<file path="src/rtl/rxfmt_pkg.sv">
package rxfmt_pkg;

    localparam int WORD_W    = 16;
    localparam int NARROW_W  = 8;
    localparam int CFG_W     = 32;
    localparam int SHIFT_LSB = 0;
    localparam int SHIFT_W   = 4;
    localparam int WIDTH_LSB = 4;
    localparam int WIDTH_W   = 5;
    localparam int QEN_BIT   = 9;
    localparam int BYP_BIT   = 10;

    localparam logic [CFG_W-1:0] CFG_RESET = 32'h0000_0300;

    typedef enum logic { FMT_FULL, FMT_HALF } fmt_e;

    typedef struct packed {
        fmt_e               fmt;
        logic               both;
        logic               byp;
        logic [SHIFT_W-1:0] shamt;
    } fmt_cfg_t;

    function automatic fmt_cfg_t decode_fmt(input logic [CFG_W-1:0] r);
        fmt_cfg_t           c;
        logic [WIDTH_W-1:0] wd;
        logic [SHIFT_W-1:0] sh;
        wd     = r[WIDTH_LSB +: WIDTH_W];
        sh     = r[SHIFT_LSB +: SHIFT_W];
        c.both = r[QEN_BIT];
        c.byp  = r[BYP_BIT];
        if (wd == WIDTH_W'(NARROW_W) && sh == SHIFT_W'(WORD_W - NARROW_W)) begin
            c.fmt   = FMT_HALF;
            c.shamt = sh;
        end else begin
            c.fmt   = FMT_FULL;
            c.shamt = '0;
        end
        return c;
    endfunction

    function automatic logic [WORD_W-1:0] shift_full(input logic [WORD_W-1:0] x,
                                                     input logic [SHIFT_W-1:0] sh);
        return WORD_W'($signed(x) >>> sh);
    endfunction

    function automatic logic [NARROW_W-1:0] shift_narrow(input logic [WORD_W-1:0] x,
                                                         input logic [SHIFT_W-1:0] sh);
        logic [WORD_W-1:0] t;
        t = shift_full(x, sh);
        return t[NARROW_W-1:0];
    endfunction

endpackage

</file>
<file path="src/rtl/rxfmt_ctl.sv">
module rxfmt_ctl
    import rxfmt_pkg::*;
(
    input  logic             clk,
    input  logic             rst,
    input  logic             wr,
    input  logic [CFG_W-1:0] data,
    output fmt_cfg_t         cfg,
    output logic             bypass
);

    fmt_cfg_t cfg_q;
    logic     unused_hi;

    assign unused_hi = ^data[CFG_W-1:BYP_BIT+1];

    always_ff @(posedge clk) begin
        if (rst) begin
            cfg_q <= decode_fmt(CFG_RESET);
        end else if (wr) begin
            cfg_q <= decode_fmt(data);
        end
    end

    assign cfg    = cfg_q;
    assign bypass = cfg_q.byp;

    // bypass pin tracks bit 10 of the last write
    a_r8_bypass_follows: assert property (@(posedge clk) disable iff (rst)
        wr |=> (bypass == $past(data[BYP_BIT])));

endmodule

</file>
<file path="src/rtl/rxfmt_shaper.sv">
module rxfmt_shaper
    import rxfmt_pkg::*;
(
    input  logic              clk,
    input  logic              rst,
    input  fmt_cfg_t          cfg,
    input  logic              flush,
    input  logic              smp_valid,
    input  logic [WORD_W-1:0] smp_i,
    input  logic [WORD_W-1:0] smp_q,
    output logic [1:0]        push_n,
    output logic [WORD_W-1:0] push_w0,
    output logic [WORD_W-1:0] push_w1
);

    logic                pend_v;
    logic [NARROW_W-1:0] pend_b;
    logic [NARROW_W-1:0] lo_i, lo_q;
    logic [WORD_W-1:0]   wi, wq;
    logic                pack_mode;

    assign lo_i      = shift_narrow(smp_i, cfg.shamt);
    assign lo_q      = shift_narrow(smp_q, cfg.shamt);
    assign wi        = shift_full(smp_i, cfg.shamt);
    assign wq        = shift_full(smp_q, cfg.shamt);
    assign pack_mode = (cfg.fmt == FMT_HALF) && !cfg.both;

    always_comb begin
        push_n  = 2'd0;
        push_w0 = '0;
        push_w1 = '0;
        if (smp_valid) begin
            if (cfg.fmt == FMT_FULL) begin
                push_w0 = wi;
                push_w1 = wq;
                push_n  = cfg.both ? 2'd2 : 2'd1;
            end else if (cfg.both) begin
                push_w0 = {lo_q, lo_i};
                push_n  = 2'd1;
            end else if (pend_v) begin
                push_w0 = {lo_i, pend_b};
                push_n  = 2'd1;
            end
        end
    end

    always_ff @(posedge clk) begin
        if (rst) begin
            pend_v <= 1'b0;
            pend_b <= '0;
        end else begin
            if (smp_valid && pack_mode) begin
                pend_v <= !pend_v;
                pend_b <= lo_i;
            end
            if (flush) begin
                pend_v <= 1'b0;
            end
        end
    end

    // a control write leaves no half word behind
    a_r9_flush_clears_half: assert property (@(posedge clk) disable iff (rst)
        flush |=> !pend_v);

    // the first byte of a pair emits nothing
    a_r5_first_half_silent: assert property (@(posedge clk) disable iff (rst)
        (smp_valid && pack_mode && !pend_v) |-> (push_n == 2'd0));

    // I-only full width gives exactly one word per sample
    a_r3_one_word: assert property (@(posedge clk) disable iff (rst)
        (smp_valid && cfg.fmt == FMT_FULL && !cfg.both) |-> (push_n == 2'd1));

endmodule

</file>
<file path="src/rtl/rxfmt_outq.sv">
module rxfmt_outq #(
    parameter int W     = 16,
    parameter int DEPTH = 2
) (
    input  logic         clk,
    input  logic         rst,
    input  logic [1:0]   push_n,
    input  logic [W-1:0] push_w0,
    input  logic [W-1:0] push_w1,
    input  logic         out_ready,
    output logic         out_valid,
    output logic [W-1:0] out_word
);

    localparam int CW = $clog2(DEPTH + 1);

    logic [W-1:0]  mem [DEPTH];
    logic [W-1:0]  shf [DEPTH];
    logic [W-1:0]  nxt [DEPTH];
    logic [CW-1:0] cnt, rem, cnt_n;
    logic [CW:0]   sum;
    logic          pop, room;

    assign out_valid = (cnt != '0);
    assign out_word  = mem[0];
    assign pop       = out_valid && out_ready;
    assign rem       = cnt - CW'(pop);
    assign sum       = {1'b0, rem} + (CW+1)'(push_n);
    assign room      = (sum <= (CW+1)'(DEPTH));
    assign cnt_n     = room ? sum[CW-1:0] : rem;

    always_comb begin
        for (int k = 0; k < DEPTH - 1; k++) begin
            shf[k] = pop ? mem[k+1] : mem[k];
        end
        shf[DEPTH-1] = mem[DEPTH-1];
        for (int k = 0; k < DEPTH; k++) begin
            if (CW'(k) < rem) begin
                nxt[k] = shf[k];
            end else if (room && push_n != 2'd0 && CW'(k) == rem) begin
                nxt[k] = push_w0;
            end else if (room && push_n == 2'd2 && CW'(k) == rem + CW'(1)) begin
                nxt[k] = push_w1;
            end else begin
                nxt[k] = shf[k];
            end
        end
    end

    always_ff @(posedge clk) begin
        if (rst) begin
            cnt <= '0;
            for (int k = 0; k < DEPTH; k++) begin
                mem[k] <= '0;
            end
        end else begin
            cnt <= cnt_n;
            for (int k = 0; k < DEPTH; k++) begin
                mem[k] <= nxt[k];
            end
        end
    end

    // the offered word holds while the host stalls
    a_r10_hold_stalled: assert property (@(posedge clk) disable iff (rst)
        (out_valid && !out_ready) |=> (out_valid && $stable(out_word)));

    // a full queue with no pop keeps its occupancy whatever arrives
    a_r11_full_no_grow: assert property (@(posedge clk) disable iff (rst)
        (cnt == CW'(DEPTH) && !out_ready) |=> (cnt == CW'(DEPTH)));

endmodule

</file>
<file path="src/rtl/rxfmt_packer.sv">
module rxfmt_packer
    import rxfmt_pkg::*;
#(
    parameter int QDEPTH = 2
) (
    input  logic              clk,
    input  logic              rst,
    input  logic              cfg_wr,
    input  logic [CFG_W-1:0]  cfg_data,
    input  logic              in_valid,
    input  logic [WORD_W-1:0] in_i,
    input  logic [WORD_W-1:0] in_q,
    output logic              out_valid,
    input  logic              out_ready,
    output logic [WORD_W-1:0] out_word,
    output logic              hb_bypass
);

    fmt_cfg_t          cfg;
    logic [1:0]        push_n;
    logic [WORD_W-1:0] push_w0, push_w1;

    rxfmt_ctl u_ctl (
        .clk    (clk),
        .rst    (rst),
        .wr     (cfg_wr),
        .data   (cfg_data),
        .cfg    (cfg),
        .bypass (hb_bypass)
    );

    rxfmt_shaper u_shaper (
        .clk       (clk),
        .rst       (rst),
        .cfg       (cfg),
        .flush     (cfg_wr),
        .smp_valid (in_valid),
        .smp_i     (in_i),
        .smp_q     (in_q),
        .push_n    (push_n),
        .push_w0   (push_w0),
        .push_w1   (push_w1)
    );

    rxfmt_outq #(.W(WORD_W), .DEPTH(QDEPTH)) u_outq (
        .clk       (clk),
        .rst       (rst),
        .push_n    (push_n),
        .push_w0   (push_w0),
        .push_w1   (push_w1),
        .out_ready (out_ready),
        .out_valid (out_valid),
        .out_word  (out_word)
    );

endmodule

</file>
<file path="config.mk">
export PLATFORM = sky130hd
export DESIGN_NAME = rxfmt_packer
export DESIGN_NICKNAME = d
export VERILOG_FILES = /design/src/rtl/rxfmt_pkg.sv /design/src/rtl/rxfmt_ctl.sv /design/src/rtl/rxfmt_shaper.sv /design/src/rtl/rxfmt_outq.sv /design/src/rtl/rxfmt_packer.sv
export SDC_FILE = /design/constraint.sdc
export NUM_CORES = 1
export LEC_CHECK = 0
export BUFFER_PORTS_ARGS = -buffer_cell sky130_fd_sc_hd__buf_2
export CAP_MARGIN = 20
export CORE_ASPECT_RATIO = 0.75
export CORE_UTILIZATION = 45
export DETAILED_ROUTE_END_ITERATION = 8
export PLACE_DENSITY = 0.79
export SLEW_MARGIN = 25
export SYNTH_ARGS = -nofsm -noshare
export SYNTH_HDL_FRONTEND = slang
export SYNTH_SLANG_ARGS = --single-unit
</file>
<file path="constraint.sdc">
create_clock -name clk -period 6 [get_ports clk]
set_clock_uncertainty 0.1 [all_clocks]
set_input_delay 0 -clock clk [delete_from_list [all_inputs] [get_ports clk]]
set_output_delay 0 -clock clk [all_outputs]
set_load 0.01 [all_outputs]
</file>
==> impl_metrics.ini, run 1 <==
[timing]
timing.final.setup_violations = 0
tightestPinTransition_ns = 0.779
timing.setup.tns_ns = 0
timing.final.max_slew_violations = 0
setup_slack_ns = 1.89
slew_headroom = 0.479
timing.final.hold_violations = 0
fin_crit_ns = 4.11
fmaxAchievable_mhz = 243
rsz0062_at_grt = false
final.period_utilization = 0.685

[setup_path]
critPathCaptureType = register
regToRegEndpoint = u_outq.mem[0][20]$_SDFFE_PP0P_
ff2ff_path_depth = 13
critical_path.max_stage_delay_ns = 0.62
worst_setup_path_startpoint = u_outq.cnt[1]$_SDFF_PP0_
critical_path.startpoint_type = register
rrSetupSlack_ns = 1.89
critPathKind = reg -> reg
cp-endpoint = u_outq.mem[0][20]$_SDFFE_PP0P_
slowest_library_cell_on_the_worst_path = sky130_fd_sc_hd__and3_1
critical_path_arrival_ns = 4.23
critical_path.cell_chain = or2_2 > nand2_1 > buf_4 > inv_1 > ha_1 > xor2_1 > xor2_1 > ha_1 > a21o_1 > nor2_2 > and3_1 > o21ai_0 > a31oi_1
path_max_fanout = 17
worst_r2r_startpoint = u_outq.cnt[1]$_SDFF_PP0_
critical_path_rt_ns = 6.12

[route]
num_vias = 4116
routedWlPerCell_microns = 19.6
ant_nets = 0
routed_via_density = 6.46
routed_wl_microns = 12500
drt-initial-drc-count = 538
drc = 0
drt_pre_antenna_iters = 6

[synthesis]
synth_fp_nets = 551
register_area_share_after_synthesis = 0.239
ys_dominant_reg_cell = sky130_fd_sc_hd__dfxtp_1
ys_ff_latch = 50
syn_avg_cell_area_sq_um = 8.73
synth_cell_types = 61
async_s_r_ff_share_synth = 0
synth.yosys.warnings = 0
synth-edff-count = 0
post_syn_instances = 479
post_synth_instance_area_sq_mm = 0.00418

[power_and_ir_drop]
vdd_ir_drop_max_uv = 129
leakage_uw = 0.00196
cellPowerDensity_mw_per_mm2 = 268

[layout]
final_layout_size_suffix_gt1_frac = 0.234
multi_input_comb_area_sq_mm = 0.00281
register_area_sq_mm = 0.00100
num-nets-final = 580
syn_to_final_growth_pct = 9.63
insertedDiodeCount = 0
filler_cell_count = 873

[clock_tree]
cts.htree.levels = 2
insertion_delay_ns = 0.30
clock_tree.root_cell = sky130_fd_sc_hd__clkbuf_16
cts-root-to-sink-buffers = 2
tritoncts.num_buffers = 5
cts_num_sinks = 50
cts_tree = yes
post_cts.resized_instances = 0
worst_setup_hold_path_clk_slew_ns = 0.07

[grt]
antenna_found_initial = 0
largest_net_degree_at_the_start_of_global_routing = 45
overflow_left_after_global_routing = 0
global_route_wire_length_before_repair_microns = 20300
grt_pass1_vias = 3730
gr-usage-all-layers = 0.270

[floorplan]
initial_core_util = 0.463
io_pins = 87
core.rowCount = 30
core_region_area_sq_mm = 0.00905
floorplan.die_area_sq_mm = 0.00969
floorplan_die_height_microns = 85.5
die-width_microns = 113

[min_path]
hp-class = in -> reg

[place]
routability_congestion = 0.960
port_buffers = 65
detailedPlace.worstSlack_ns = 1.93
dp_hpwl_microns = 9450

[run_status]
run_status = complete, no violations

[flow_run]
max_cap_violations = 0
worst min path at each step:
stage                      startpoint                             end  slack (ns)  cells past startpoint
after floorplan           cfg_data[9]       u_ctl.cfg[5]$_SDFFE_PP1P_        0.02                      1
after global placement    cfg_data[9]       u_ctl.cfg[5]$_SDFFE_PP1P_        0.11                      2
after detailed placement  cfg_data[9]       u_ctl.cfg[5]$_SDFFE_PP1P_        0.12                      2
after CTS                    in_valid  u_outq.mem[0][31]$_SDFFE_PP0P_        0.02                      3
after global routing         in_valid  u_outq.mem[0][31]$_SDFFE_PP0P_        0.07                      3
final                        in_valid  u_outq.mem[0][31]$_SDFFE_PP0P_        0.04                      3
stage by stage:
| stage | total power [uW] | instances | utilization | instance area, sq um | hold WS (ns) |
|---|---|---|---|---|---|
| 2_1_floorplan | 833 | 479 | - | 4180 | 0.0224 |
| 3_3_place_gp | 904 | 622 | 0.482 | 4360 | 0.110 |
| 3_5_place_dp | 926 | 622 | 0.482 | 4360 | 0.121 |
| 4_1_cts | 1230 | 637 | 0.507 | 4580 | 0.0210 |
| 5_1_grt | 1300 | 637 | 0.507 | 4590 | 0.0688 |
| 6_report | 1230 | 637 | 0.507 | 4590 | 0.0387 |
cells by family after synthesis:
logic type,synth area share
muxes,0.272
xor gates and xnor gates,0.00628
and+or+nand+nor,0.171
AOI/OAI and AO/OA,0.214
DFF,0.239
buffers and inverters,0.0891
adders and majority gates,0.00897
where the power goes:
group,internal [uW],switching [uW],leakage [uW],total [uW]
Combinational,196,272,0.00148,468
Clock,168,132,0.0000770,299
Sequential,412,48.1,0.000408,460
Total,776,452,0.00196,1230
repair_timing:
| item | CTS | global route |
|---|---|---|
| hold buffers | 7 | 0 |
| setup buffers | 0 | 0 |
| endpoints found under the hold margin | 7 | 0 |
flip-flops by register name (all words and copies together), names as in the netlist:
register         count
u_ctl.cfg            6
u_outq.mem          32
u_outq.cnt           2
u_ctl.bypass         1
u_shaper.pend_b      8
u_shaper.pend_v      1
cell usage after synthesis, types with 9 or more instances:
cell type                  count  area, sq um
sky130_fd_sc_hd__o22ai_1      20          125
sky130_fd_sc_hd__mux2i_1      50          500
sky130_fd_sc_hd__nand2b_1     11         68.8
sky130_fd_sc_hd__nand3_1      10         50.1
sky130_fd_sc_hd__nand2_1      53          199
sky130_fd_sc_hd__mux4_2       11          248
sky130_fd_sc_hd__a21oi_1      29          145
sky130_fd_sc_hd__clkbuf_1     12         45.0
sky130_fd_sc_hd__dfxtp_1      50         1000
sky130_fd_sc_hd__nor2_1       28          105
sky130_fd_sc_hd__o21ai_0      12         60.1
sky130_fd_sc_hd__buf_4        23          173
sky130_fd_sc_hd__nor3_1        9         45.0
sky130_fd_sc_hd__mux2_2       16          180
sky130_fd_sc_hd__buf_2        12         60.1
metal layers:
metal	vias to the layer above	share of wire	GRT usage	wire [microns]
met3	20	0.11	0.0728	1330
met4	0	0.012	0.0526	144
met2	245	0.43	0.401	5330
li1	1879	-	-	-
met5	-	0	0	0
met1	1972	0.45	0.392	5660
worst max-delay path: cells and delay by family (launching register included):
kind | cells | cell delay [ns]
compound gates | 3 | 0.83
xor+xnor | 2 | 0.61
fa+ha+maj | 2 | 0.57
buf+inv | 2 | 0.37
flops | 1 | 0.32
simple gates | 4 | 1.23
final cells by class:
type,count,area share
tap,128,0.0349
timing repair buffer,76,0.0927
multi-input combinational,367,0.613
clock inverter,2,0.00382
clock buffer,6,0.0303
sequential,50,0.219
inverter,8,0.00655
cells in the final DEF (no fill, tap or decap), types with 3 or more instances in the layout:
cell type	n
sky130_fd_sc_hd__a211o_1	3
sky130_fd_sc_hd__a211oi_1	6
sky130_fd_sc_hd__a21o_1	6
sky130_fd_sc_hd__a21oi_1	29
sky130_fd_sc_hd__a221oi_1	3
sky130_fd_sc_hd__a22oi_1	8
sky130_fd_sc_hd__a31oi_1	5
sky130_fd_sc_hd__a32oi_1	4
sky130_fd_sc_hd__and2_1	5
sky130_fd_sc_hd__and3_1	5
sky130_fd_sc_hd__buf_2	65
sky130_fd_sc_hd__buf_4	4
sky130_fd_sc_hd__clkbuf_16	5
sky130_fd_sc_hd__dfxtp_1	49
sky130_fd_sc_hd__dlygate4sd3_1	7
sky130_fd_sc_hd__ha_1	3
sky130_fd_sc_hd__inv_1	6
sky130_fd_sc_hd__mux2_2	16
sky130_fd_sc_hd__mux2i_1	50
sky130_fd_sc_hd__mux4_1	8
sky130_fd_sc_hd__mux4_2	11
sky130_fd_sc_hd__nand2_1	53
sky130_fd_sc_hd__nand2b_1	11
sky130_fd_sc_hd__nand3_1	10
sky130_fd_sc_hd__nand4_1	5
sky130_fd_sc_hd__nor2_1	28
sky130_fd_sc_hd__nor2b_1	5
sky130_fd_sc_hd__nor3_1	9
sky130_fd_sc_hd__o211ai_1	3
sky130_fd_sc_hd__o21ai_0	12
sky130_fd_sc_hd__o221ai_1	3
sky130_fd_sc_hd__o22ai_1	20
sky130_fd_sc_hd__o2bb2ai_1	4
sky130_fd_sc_hd__o32ai_1	7
sky130_fd_sc_hd__or2_2	4
No activity file was read; power rests on OpenSTA's default activity.
==> run 2, diff against run 1 <==
==> constraint.sdc (replaced) <==
create_clock -name clk -period 4.2 [get_ports clk]
set_clock_uncertainty 0.1 [all_clocks]
set_input_delay 0 -clock clk [delete_from_list [all_inputs] [get_ports clk]]
set_output_delay 0 -clock clk [all_outputs]
set_load 0.01 [all_outputs]
==> impl_metrics.ini, run 2 (synthesis gave the netlist of run 1 again) <==
[run_status]
run_status = complete, no violations

[timing]
fin_crit_ns = 3.68
timing.final.hold_violations = 0
slew_headroom = 0.369
timing.setup.tns_ns = 0
timing.final.max_slew_violations = 0
tightestPinTransition_ns = 0.947
fmaxAchievable_mhz = 272
rsz0062_at_grt = false
final.period_utilization = 0.876
timing.final.setup_violations = 0
setup_slack_ns = 0.521
whs_ns = 0.0310

[setup_path]
ff2ff_path_depth = 13
critical_path_arrival_ns = 3.79
critPathKind = reg -> reg
critical_path_rt_ns = 4.32
critPathCaptureType = register
critical_path.startpoint_type = register
regToRegEndpoint = u_outq.mem[0][10]$_SDFF_PP0_
worst_r2r_startpoint = u_outq.cnt[1]$_SDFF_PP0_
path_max_fanout = 8
rrSetupSlack_ns = 0.52

[clock_tree]
post_cts.resized_instances = 0
clock_tree.root_cell = sky130_fd_sc_hd__clkbuf_16
worst_setup_hold_path_clk_slew_ns = 0.07
insertion_delay_ns = 0.29
cts_tree = yes
postCtsHoldBufs = 7
cts.htree.levels = 2
cts-root-to-sink-buffers = 2
tritoncts.num_buffers = 5
cts_num_sinks = 50
post_cts.repair.setup_buffers = 0

[grt]
grt_util_met2 = 0.393
global_route_wire_length_before_repair_microns = 20200
grt_pass1_vias = 3651
grtUsageMet1 = 0.412
largest_net_degree_at_the_start_of_global_routing = 43
busiest_layer = met1
antenna_found_initial = 0
gr-usage-all-layers = 0.269
overflow_left_after_global_routing = 0
met3_usage = 0.0551

[layout]
layout.cells.most_common_list = sky130_fd_sc_hd__buf_2, sky130_fd_sc_hd__nand2_1, sky130_fd_sc_hd__mux2i_1, sky130_fd_sc_hd__dfxtp_1, sky130_fd_sc_hd__a21oi_1
num-nets-final = 587
final_layout_size_suffix_gt1_frac = 0.244
number_of_flip_flops_in_the_largest_register = 32
most_frequent_standard_cell_in_the_layout_excluding_fill_and_tap_cells = sky130_fd_sc_hd__buf_2
multi_input_comb_area_sq_mm = 0.00281
postLayoutCellArea_sq_mm = 0.00466
insertedDiodeCount = 0
registers.top_by_ff_count = u_outq.mem
filler_cell_count = 856
register_area_sq_mm = 0.00100
syn_to_final_growth_pct = 11.3

[flow_run]
max_cap_violations = 0

[min_path]
min_from = in_valid
hp-class = in -> reg
hold_path_depth = 3
hold_end = u_outq.mem[0][31]$_SDFFE_PP0P_

[route]
routedWlPerCell_microns = 19.8
ant_nets = 0
drt-initial-drc-count = 442
num_vias = 4108
routed_wl_microns = 12800
drc = 0
drt_pre_antenna_iters = 5
routed_via_density = 6.38

[floorplan]
io_pins = 87
floorplan.die_area_sq_mm = 0.00969
initial_core_util = 0.463
core.rowCount = 30
floorplan_die_height_microns = 85.5
core_region_area_sq_mm = 0.00905
die-width_microns = 113

[power_and_ir_drop]
p_total_uw = 1830
leakage_uw = 0.00201
vdd_ir_drop_max_uv = 186
cellPowerDensity_mw_per_mm2 = 393

[place]
dp_hpwl_microns = 9740
placedInstanceArea_sq_mm = 0.00441
port_buffers = 65
detailedPlace.worstSlack_ns = 0.591
routability_congestion = 0.959
run 2: changes by cell type in the layout (fill, tap and decap cells not counted):
cell and delta:
sky130_fd_sc_hd__bufinv_16 +1, sky130_fd_sc_hd__dfxtp_4 -1, sky130_fd_sc_hd__clkinv_4 -2, sky130_fd_sc_hd__inv_6 +1, sky130_fd_sc_hd__buf_4 +7, sky130_fd_sc_hd__dfxtp_2 +1
run 2: power breakdown:
group	internal [uW]	switching (uW)	leakage [uW]	total (uW)
sequential	590	64.0	0.000408	654
clock	299	180	0.0000875	480
combinational	293	404	0.00151	697
run 2: how the worst max path moves through the flow:
stage,start,to,slack (ns),cells past startpoint
final,u_outq.cnt[1]$_SDFF_PP0_,u_outq.mem[0][10]$_SDFF_PP0_,0.52,13
after global routing,u_outq.cnt[1]$_SDFF_PP0_,u_outq.mem[0][10]$_SDFF_PP0_,0.28,13
after CTS,u_outq.cnt[1]$_SDFF_PP0_,u_outq.mem[0][10]$_SDFF_PP0_,0.56,13
after detailed placement,u_outq.cnt[1]$_SDFF_PP0_,u_outq.mem[0][10]$_SDFF_PP0_,0.59,13
after global placement,u_outq.cnt[1]$_SDFF_PP0_,u_outq.mem[0][31]$_SDFFE_PP0P_,0.75,13
after floorplan,u_outq.cnt[1]$_SDFF_PP0_,u_outq.mem[0][28]$_SDFFE_PP0P_,0.67,15
run 2: metrics by stage:
stage | std cells | util
after floorplan | 479 | -
after detailed placement | 629 | 0.488
after global routing | 644 | 0.515
final | 644 | 0.515
after CTS | 644 | 0.515
after global placement | 629 | 0.488
run 2: layout make-up:
type | count | share of cell area
Multi-Input combinational cell | 367 | 0.603
Sequential cell | 50 | 0.215
Timing Repair Buffer | 83 | 0.103
Tap cell | 128 | 0.0344
Clock buffer | 6 | 0.0298
Clock inverter | 2 | 0.00833
Inverter | 8 | 0.00645
run 2: worst max-delay path, stage by stage (launching register included):
cell,delay [ns]
sky130_fd_sc_hd__dfxtp_1,0.31
sky130_fd_sc_hd__or2_2,0.30
sky130_fd_sc_hd__nand2_1,0.09
sky130_fd_sc_hd__inv_1,0.06
sky130_fd_sc_hd__ha_1,0.20
sky130_fd_sc_hd__xor2_1,0.45
sky130_fd_sc_hd__xor2_1,0.14
sky130_fd_sc_hd__ha_1,0.36
sky130_fd_sc_hd__a21o_1,0.19
sky130_fd_sc_hd__nor2_2,0.25
sky130_fd_sc_hd__nand4_1,0.38
sky130_fd_sc_hd__or2_2,0.44
sky130_fd_sc_hd__nand2b_1,0.17
sky130_fd_sc_hd__o22ai_1,0.17
run 2: per-layer routing:
metal | part of all wire | vias to the layer above
li1 | - | 1889
met1 | 0.46 | 1996
met2 | 0.43 | 217
met3 | 0.10 | 6
met4 | 0.0054 | 0
met5 | 0 | -
